--- config.mk ---
export PLATFORM = sky130hd
export DESIGN_NAME = usb_hchan_bank
export DESIGN_NICKNAME = d
export VERILOG_FILES = /design/src/rtl/hcb_pkg.sv /design/src/rtl/hcb_admit.sv /design/src/rtl/hcb_channel.sv /design/src/rtl/usb_hchan_bank.sv
export SDC_FILE = /design/constraint.sdc
export NUM_CORES = 2
export LEC_CHECK = 0
export ABC_AREA = 1
export BUFFER_PORTS_ARGS = -buffer_cell sky130_fd_sc_hd__clkbuf_2
export CAP_MARGIN = 20
export CORE_MARGIN = 2
export CORE_UTILIZATION = 38
export CTS_CLUSTER_DIAMETER = 40
export DETAILED_ROUTE_END_ITERATION = 10
export HOLD_SLACK_MARGIN = 0.12
export PLACE_DENSITY = 0.55
export SETUP_SLACK_MARGIN = 0.4
export SYNTH_ARGS = -nofsm -noshare
export SYNTH_HDL_FRONTEND = slang
export SYNTH_SLANG_ARGS = --single-unit
--- constraint.sdc ---
create_clock -name clk -period 3.1 [get_ports clk]
set_input_delay 0.62 -clock clk [delete_from_list [all_inputs] [get_ports clk]]
set_output_delay 0.62 -clock clk [all_outputs]
set_load 0.005 [all_outputs]
--- src/rtl/hcb_pkg.sv ---
package hcb_pkg;

    localparam int NUM_CH_DEF     = 12;
    localparam int MAX_ACTIVE_DEF = 8;
    localparam int DATA_W         = 32;
    localparam int MPS_W          = 11;
    localparam int EP_W           = 4;
    localparam int DEV_W          = 7;
    localparam int XFER_W         = 19;
    localparam int PKT_W          = 10;
    localparam int EVT_W          = 4;

    localparam int EN_BIT         = 31;
    localparam int EVT_DONE       = 0;
    localparam int EVT_HALT       = 1;
    localparam int EVT_STALL      = 2;
    localparam int EVT_XERR       = 3;

    typedef enum logic [1:0] {
        SPD_HIGH = 2'd0,
        SPD_FULL = 2'd1,
        SPD_LOW  = 2'd2,
        SPD_RSVD = 2'd3
    } speed_e;

    typedef enum logic [1:0] {
        XT_CTRL = 2'd0,
        XT_ISO  = 2'd1,
        XT_BULK = 2'd2,
        XT_INTR = 2'd3
    } xtype_e;

    typedef enum logic [1:0] {
        RS_CHAR  = 2'd0,
        RS_TSIZE = 2'd1,
        RS_STS   = 2'd2,
        RS_MSK   = 2'd3
    } regsel_e;

    // Pipe setup, LSB first: mps, ep, dir, type, speed, device, odd frame
    typedef struct packed {
        logic             odd;
        logic [DEV_W-1:0] dev;
        speed_e           spd;
        xtype_e           xt;
        logic             dir_in;
        logic [EP_W-1:0]  ep;
        logic [MPS_W-1:0] mps;
    } chcfg_t;

    typedef struct packed {
        logic [PKT_W-1:0]  pkts;
        logic [XFER_W-1:0] bytes;
    } tsize_t;

    localparam int CFG_W = $bits(chcfg_t);
    localparam int TSZ_W = $bits(tsize_t);

    function automatic logic [DATA_W-1:0] pack_char(input logic en, input chcfg_t c);
        logic [DATA_W-1:0] w;
        w = '0;
        w[CFG_W-1:0] = c;
        w[EN_BIT]    = en;
        return w;
    endfunction

    function automatic chcfg_t unpack_cfg(input logic [DATA_W-1:0] w);
        return chcfg_t'(w[CFG_W-1:0]);
    endfunction

    function automatic logic [DATA_W-1:0] pack_tsize(input tsize_t t);
        logic [DATA_W-1:0] w;
        w = '0;
        w[TSZ_W-1:0] = t;
        return w;
    endfunction

endpackage

--- src/rtl/hcb_admit.sv ---
module hcb_admit #(
    parameter int NUM_CH     = 12,
    parameter int MAX_ACTIVE = 8
) (
    input  logic              clk,
    input  logic              rst,
    input  logic [NUM_CH-1:0] en_vec,
    output logic              slot_free
);
    localparam int CNT_W = $clog2(NUM_CH + 1);

    logic [CNT_W-1:0] active;

    always_comb begin
        active = '0;
        for (int i = 0; i < NUM_CH; i++) begin
            active = active + CNT_W'(en_vec[i]);
        end
    end

    assign slot_free = (active < CNT_W'(MAX_ACTIVE));

    // the running set never exceeds the slot limit
    a_r3_active_limit: assert property (@(posedge clk) disable iff (rst)
        $countones(en_vec) <= MAX_ACTIVE);

    // with no slot free, the running set cannot grow
    a_r3_no_growth: assert property (@(posedge clk) disable iff (rst)
        !slot_free |=> ($countones(en_vec) <= $countones($past(en_vec))));

endmodule

--- src/rtl/hcb_channel.sv ---
module hcb_channel
    import hcb_pkg::*;
(
    input  logic              clk,
    input  logic              rst,
    input  logic              wr_char,
    input  logic              wr_tsize,
    input  logic              wr_sts,
    input  logic              wr_msk,
    input  logic [DATA_W-1:0] wdata,
    input  logic              admit,
    input  logic              pkt_we,
    input  logic [PKT_W-1:0]  pkt_val,
    input  logic              evt_valid,
    input  logic [EVT_W-1:0]  evt_bits,
    output logic              en_q,
    output chcfg_t            cfg_q,
    output tsize_t            tsz_q,
    output logic [EVT_W-1:0]  sts_q,
    output logic [EVT_W-1:0]  msk_q,
    output logic              irq
);
    logic             halt_now;
    logic [EVT_W-1:0] clr_bits;
    logic [EVT_W-1:0] set_bits;

    assign halt_now = evt_valid & evt_bits[EVT_HALT];
    assign clr_bits = wr_sts ? wdata[EVT_W-1:0] : '0;
    assign set_bits = evt_valid ? evt_bits : '0;

    always_ff @(posedge clk) begin
        if (rst) begin
            en_q  <= 1'b0;
            cfg_q <= '0;
            tsz_q <= '0;
            sts_q <= '0;
            msk_q <= '0;
        end else begin
            if (wr_char && !en_q) begin
                cfg_q <= unpack_cfg(wdata);
                en_q  <= wdata[EN_BIT] & admit;
            end else if (halt_now) begin
                en_q  <= 1'b0;
            end

            if (wr_tsize && !en_q) begin
                tsz_q <= tsize_t'(wdata[TSZ_W-1:0]);
            end else if (pkt_we && en_q) begin
                tsz_q.pkts <= pkt_val;
            end

            sts_q <= (sts_q & ~clr_bits) | set_bits;

            if (wr_msk) begin
                msk_q <= wdata[EVT_W-1:0];
            end
        end
    end

    assign irq = |(sts_q & msk_q);

    // setup of a running pipe holds until the engine halts it
    a_r4_char_locked: assert property (@(posedge clk) disable iff (rst)
        (en_q && !halt_now) |=> (en_q && $stable(cfg_q)));

    // byte count cannot move while enabled
    a_r5_bytes_locked: assert property (@(posedge clk) disable iff (rst)
        en_q |=> $stable(tsz_q.bytes));

    // packet count of an idle channel moves only by a bus write
    a_r6_pkts_idle: assert property (@(posedge clk) disable iff (rst)
        (!en_q && !wr_tsize) |=> $stable(tsz_q.pkts));

    // halt on a running pipe releases it
    a_r7_halt_clears: assert property (@(posedge clk) disable iff (rst)
        (halt_now && en_q) |=> !en_q);

    // posted event bits are present the cycle after, whatever the bus did
    a_r8_event_sets: assert property (@(posedge clk) disable iff (rst)
        evt_valid |=> ((sts_q & $past(evt_bits)) == $past(evt_bits)));

endmodule

--- src/rtl/usb_hchan_bank.sv ---
module usb_hchan_bank
    import hcb_pkg::*;
#(
    parameter int NUM_CH     = NUM_CH_DEF,
    parameter int MAX_ACTIVE = MAX_ACTIVE_DEF
) (
    input  logic                       clk,
    input  logic                       rst,
    input  logic [$clog2(NUM_CH)+1:0]  bus_addr,
    input  logic                       bus_wen,
    input  logic [DATA_W-1:0]          bus_wdata,
    output logic [DATA_W-1:0]          bus_rdata,
    input  logic                       eng_pkt_we,
    input  logic [$clog2(NUM_CH)-1:0]  eng_pkt_ch,
    input  logic [PKT_W-1:0]           eng_pkt_cnt,
    input  logic                       eng_evt_valid,
    input  logic [$clog2(NUM_CH)-1:0]  eng_evt_ch,
    input  logic [EVT_W-1:0]           eng_evt_bits,
    output logic [NUM_CH-1:0]          ch_en,
    output logic [NUM_CH-1:0]          ch_irq,
    output logic                       irq
);
    localparam int CH_W   = $clog2(NUM_CH);
    localparam int ADDR_W = CH_W + 2;

    logic [CH_W-1:0] ch_sel;
    regsel_e         rsel;
    logic            addr_ok;
    logic            slot_free;

    chcfg_t           cfg_a [NUM_CH];
    tsize_t           tsz_a [NUM_CH];
    logic [EVT_W-1:0] sts_a [NUM_CH];
    logic [EVT_W-1:0] msk_a [NUM_CH];

    assign ch_sel  = bus_addr[ADDR_W-1:2];
    assign rsel    = regsel_e'(bus_addr[1:0]);
    assign addr_ok = (int'(ch_sel) < NUM_CH);

    hcb_admit #(
        .NUM_CH     (NUM_CH),
        .MAX_ACTIVE (MAX_ACTIVE)
    ) admit_i (
        .clk       (clk),
        .rst       (rst),
        .en_vec    (ch_en),
        .slot_free (slot_free)
    );

    for (genvar i = 0; i < NUM_CH; i++) begin : g_ch
        logic hit;
        assign hit = bus_wen && addr_ok && (ch_sel == CH_W'(i));

        hcb_channel chan_i (
            .clk       (clk),
            .rst       (rst),
            .wr_char   (hit && rsel == RS_CHAR),
            .wr_tsize  (hit && rsel == RS_TSIZE),
            .wr_sts    (hit && rsel == RS_STS),
            .wr_msk    (hit && rsel == RS_MSK),
            .wdata     (bus_wdata),
            .admit     (slot_free),
            .pkt_we    (eng_pkt_we && eng_pkt_ch == CH_W'(i)),
            .pkt_val   (eng_pkt_cnt),
            .evt_valid (eng_evt_valid && eng_evt_ch == CH_W'(i)),
            .evt_bits  (eng_evt_bits),
            .en_q      (ch_en[i]),
            .cfg_q     (cfg_a[i]),
            .tsz_q     (tsz_a[i]),
            .sts_q     (sts_a[i]),
            .msk_q     (msk_a[i]),
            .irq       (ch_irq[i])
        );
    end

    always_comb begin
        bus_rdata = '0;
        if (addr_ok) begin
            case (rsel)
                RS_CHAR:  bus_rdata = pack_char(ch_en[ch_sel], cfg_a[ch_sel]);
                RS_TSIZE: bus_rdata = pack_tsize(tsz_a[ch_sel]);
                RS_STS:   bus_rdata = {{(DATA_W-EVT_W){1'b0}}, sts_a[ch_sel]};
                RS_MSK:   bus_rdata = {{(DATA_W-EVT_W){1'b0}}, msk_a[ch_sel]};
                default:  bus_rdata = '0;
            endcase
        end
    end

    assign irq = |ch_irq;

    // a write outside the bank leaves every enable where it was unless halted
    a_r10_oob_no_enable: assert property (@(posedge clk) disable iff (rst)
        (bus_wen && !addr_ok) |=> ((ch_en & ~$past(ch_en)) == '0));

endmodule

==> impl_metrics.yaml <==
synthesis:
  synthTopCellsByCount: "nand2_1 (1243), dfxtp_1 (792), o21ai_0 (789), a21oi_1 (739), inv_1 (383)"
  synth_top_flop_cell: "dfxtp_1"
  ys_async_sr_fraction_pct: 0
  synth.top_cell.area_share_pct: 44.93
  synth_top_area_cell: "dfxtp_1"
  synth-edff-count: 0
  synthCells: 5045
  yosysMostFrequentCell: "nand2_1"
  synthTopCellsByArea: "dfxtp_1 (45%), nand2_1 (13%), o21ai_0 (11%)"
  syn-cell-area_sq_mm: 0.03529
  syn_avg_cell_area_sq_um: 6.994
  synth-seq-area-share_pct: 44.93
  yosysWarningCount: 0
  synth_cell_types: 37
  yosys_register_bits: 792
timing:
  setup_tns_ps: -1051
  setup_viol: 12
  max_slew_margin_pct: 28.43
  worst_hold_slack_ps: 313.5
  worstMarginPinSlew_ps: 1073
  fin_crit_sh_pct: 103.6
  worst_slack_ps: -111.1
  final_hold_viol_count: 0
  finalClockSkew_ps: 26.54
  max_freq_mhz: 311.4
  final_max_slew_viol_count: 0
  fin_crit_ps: 3211
  rsz0062_at_grt: "true"
worst_setup_path:
  critPathKind: "register to register"
  critPathSlowestCell: "fa_1"
  path_cells: "ha_4, inv_2, fa_1, fa_1, fa_1, inv_1, ha_1, nand2_1, inv_1, o211ai_1, and3_1, buf_4, nand2_1, a21oi_1"
  startpoint_type: "register"
  max_stage_delay_ps: 500
  cp_max_fo: 4
  crit_arrival_ps: 3820
  worstPathRequired_ps: 3710
  cpMostUsedCell: "fa_1"
  end_kind: "register"
job:
  maxCapViolations: 0
power:
  vdd_drop_max_uv: 451.2
  p_per_area_mw_per_mm2: 595.8
  p_leak_nw: 17.11
place:
  place.detailed.hpwl_microns: 85680
  io_buffer_count: 117
  globalplace.congestion: 0.8836
clock_network:
  root_buffer: "clkbuf_16"
  cts_buffer_depth: 3
  cts_hold_buf: 0
  insertion_delay_ps: 710
  numCtsBuffers: 120
  clkTransAtPathRegs_ps: 60
  clock_sinks: 792
  cts-htree-levels: 3
  cts_tree: "yes"
routing:
  viasPerCell: 5.514
  vias: 35900
  routedWlPerCell_microns: 21.91
  antenna_left: 0
  drtIter0Drc: 3576
  drt_first_pass_iters: 6
  drc: 0
  wl_microns: 142600
final_layout:
  fillers: 9064
  drive_gt1_share_pct: 16.77
  area_growth_pct: 27.84
  nets: 5235
  fin_util_pct: 49.14
global_routing:
  grt_pass1_wl_microns: 211900
  grt_overflow_total: 0
  track_usage_pct: 29.21
  antenna_found_initial: 5
  grt_pass1_vias: 33270
  grt_max_degree: 153
status:
  outcome: "finished with violations"
  violations: "negative setup slack"
hold_path:
  worstHoldPathType: "primary input to register"
floorplanning:
  initial_core_util_pct: 38.44
  dieArea_sq_mm: 0.09531
  die_width_microns: 308.7
  num_rows: 111
  core_sq_mm: 0.09180
  pin_count: 122
  die_h_microns: 308.7
repair_timing:
item / CTS / global route
setup buffers: 54 / 13
endpoints found under the setup margin: 43 / 43
cloned: 21 / 3
pin swaps: 145 / 94
gates resized for setup: 341 / 156
cells by family after synthesis:
kind of cell	after synthesis	share of synthesized area (%)
flops	792	44.93
other cells	1	0.01063
compound gates	1839	27.53
fa+ha+maj	10	0.4610
simple gates	1541	17.33
buf+inv	862	9.734
placed cells by master (no fill, tap or decap), drive strengths merged, types with 6 or more instances in the layout:
cell      synthesis  routed
a22oi            27      27
clkbuf          304     252
nand3            87      87
a22o             20      20
nand4            29      29
nand2          1245    1245
o22ai           143     143
a21oi           739     739
clkinv           28      64
clkinvlp          0      13
inv             405     407
o21bai            6       6
nor2            150     150
o21ai           794     794
nor3             23      23
a211oi           19      19
a31oi            85      85
bufinv            0      21
buf             125     322
dfxtp           792     792
metal layers:
| metal | global-route usage (%) | vias up | part of all wire [%] |
|---|---|---|---|
| met1 | 39.89 | 17020 | 44 |
| met2 | 46.07 | 1482 | 45 |
| met5 | 0 | - | 0.0070 |
| li1 | - | 17090 | - |
| met4 | 12.14 | 2 | 3.8 |
| met3 | 4.337 | 313 | 7.3 |
through the flow:
step                      power (mW)  area [sq um]  setup WS, ps  instances
after detailed placement       12.07         38010        -111.9       6190
after global placement         12.07         38010        -112.1       6190
after global routing           27.52         45110        -233.0       6511
after CTS                      26.86         44410        -94.14       6493
final                          26.88         45110        -111.1       6511
after floorplan                11.31         35300         10.96       5046
flip-flops by register name (all words and copies together), names as in the netlist:
name and flops:
g_ch.chan_i.cfg_q 336, g_ch.chan_i.sts_q 48, g_ch.chan_i.en_q 12, g_ch.chan_i.tsz_q 348, g_ch.chan_i.msk_q 48
worst max-delay path, delay by kind of cell (launching register included):
| kind | cells | cell delay, ps |
|---|---|---|
| adder cells (fa/ha/maj) | 5 | 1950 |
| AO/OA/AOI/OAI | 2 | 280 |
| flip-flops | 1 | 330 |
| AND/OR/NAND/NOR | 3 | 330 |
| buffers and inverters | 4 | 250 |
report_power, final:
group | leakage (nW) | internal, mW | switching (mW)
logic | 8.59 | 0.668 | 1.33
clock network | 2.13 | 9.35 | 5.23
registers | 6.39 | 10.3 | 0.0336
worst paths after layout:
kind	startpoint	end	slack, ps	depth (start not counted)
setup / recovery	g_ch[1].chan_i.en_q	g_ch[5].chan_i.en_q	-110	14
hold / removal	bus_wdata[24]	g_ch[5].chan_i.cfg_q[24]	310	3
setup reg to reg	g_ch[1].chan_i.en_q	g_ch[5].chan_i.en_q	-110	14
hold reg to reg	g_ch[1].chan_i.tsz_q[12]	g_ch[1].chan_i.tsz_q[12]	440	2
final cells by class:
| class | instances | area, sq um | share of cell area [%] |
|---|---|---|---|
| Multi-Input combinational cell | 3392 | 17010 | 37.72 |
| Tap cell | 1243 | 1555 | 3.448 |
| Inverter | 433 | 1695 | 3.758 |
| Sequential cell | 792 | 15860 | 35.17 |
| Clock inverter | 72 | 1017 | 2.255 |
| Antenna cell | 2 | 5.005 | 0.01110 |
| Timing Repair Buffer | 421 | 4618 | 10.24 |
| Clock buffer | 156 | 3341 | 7.406 |
Power figures use the tool's default switching activity.
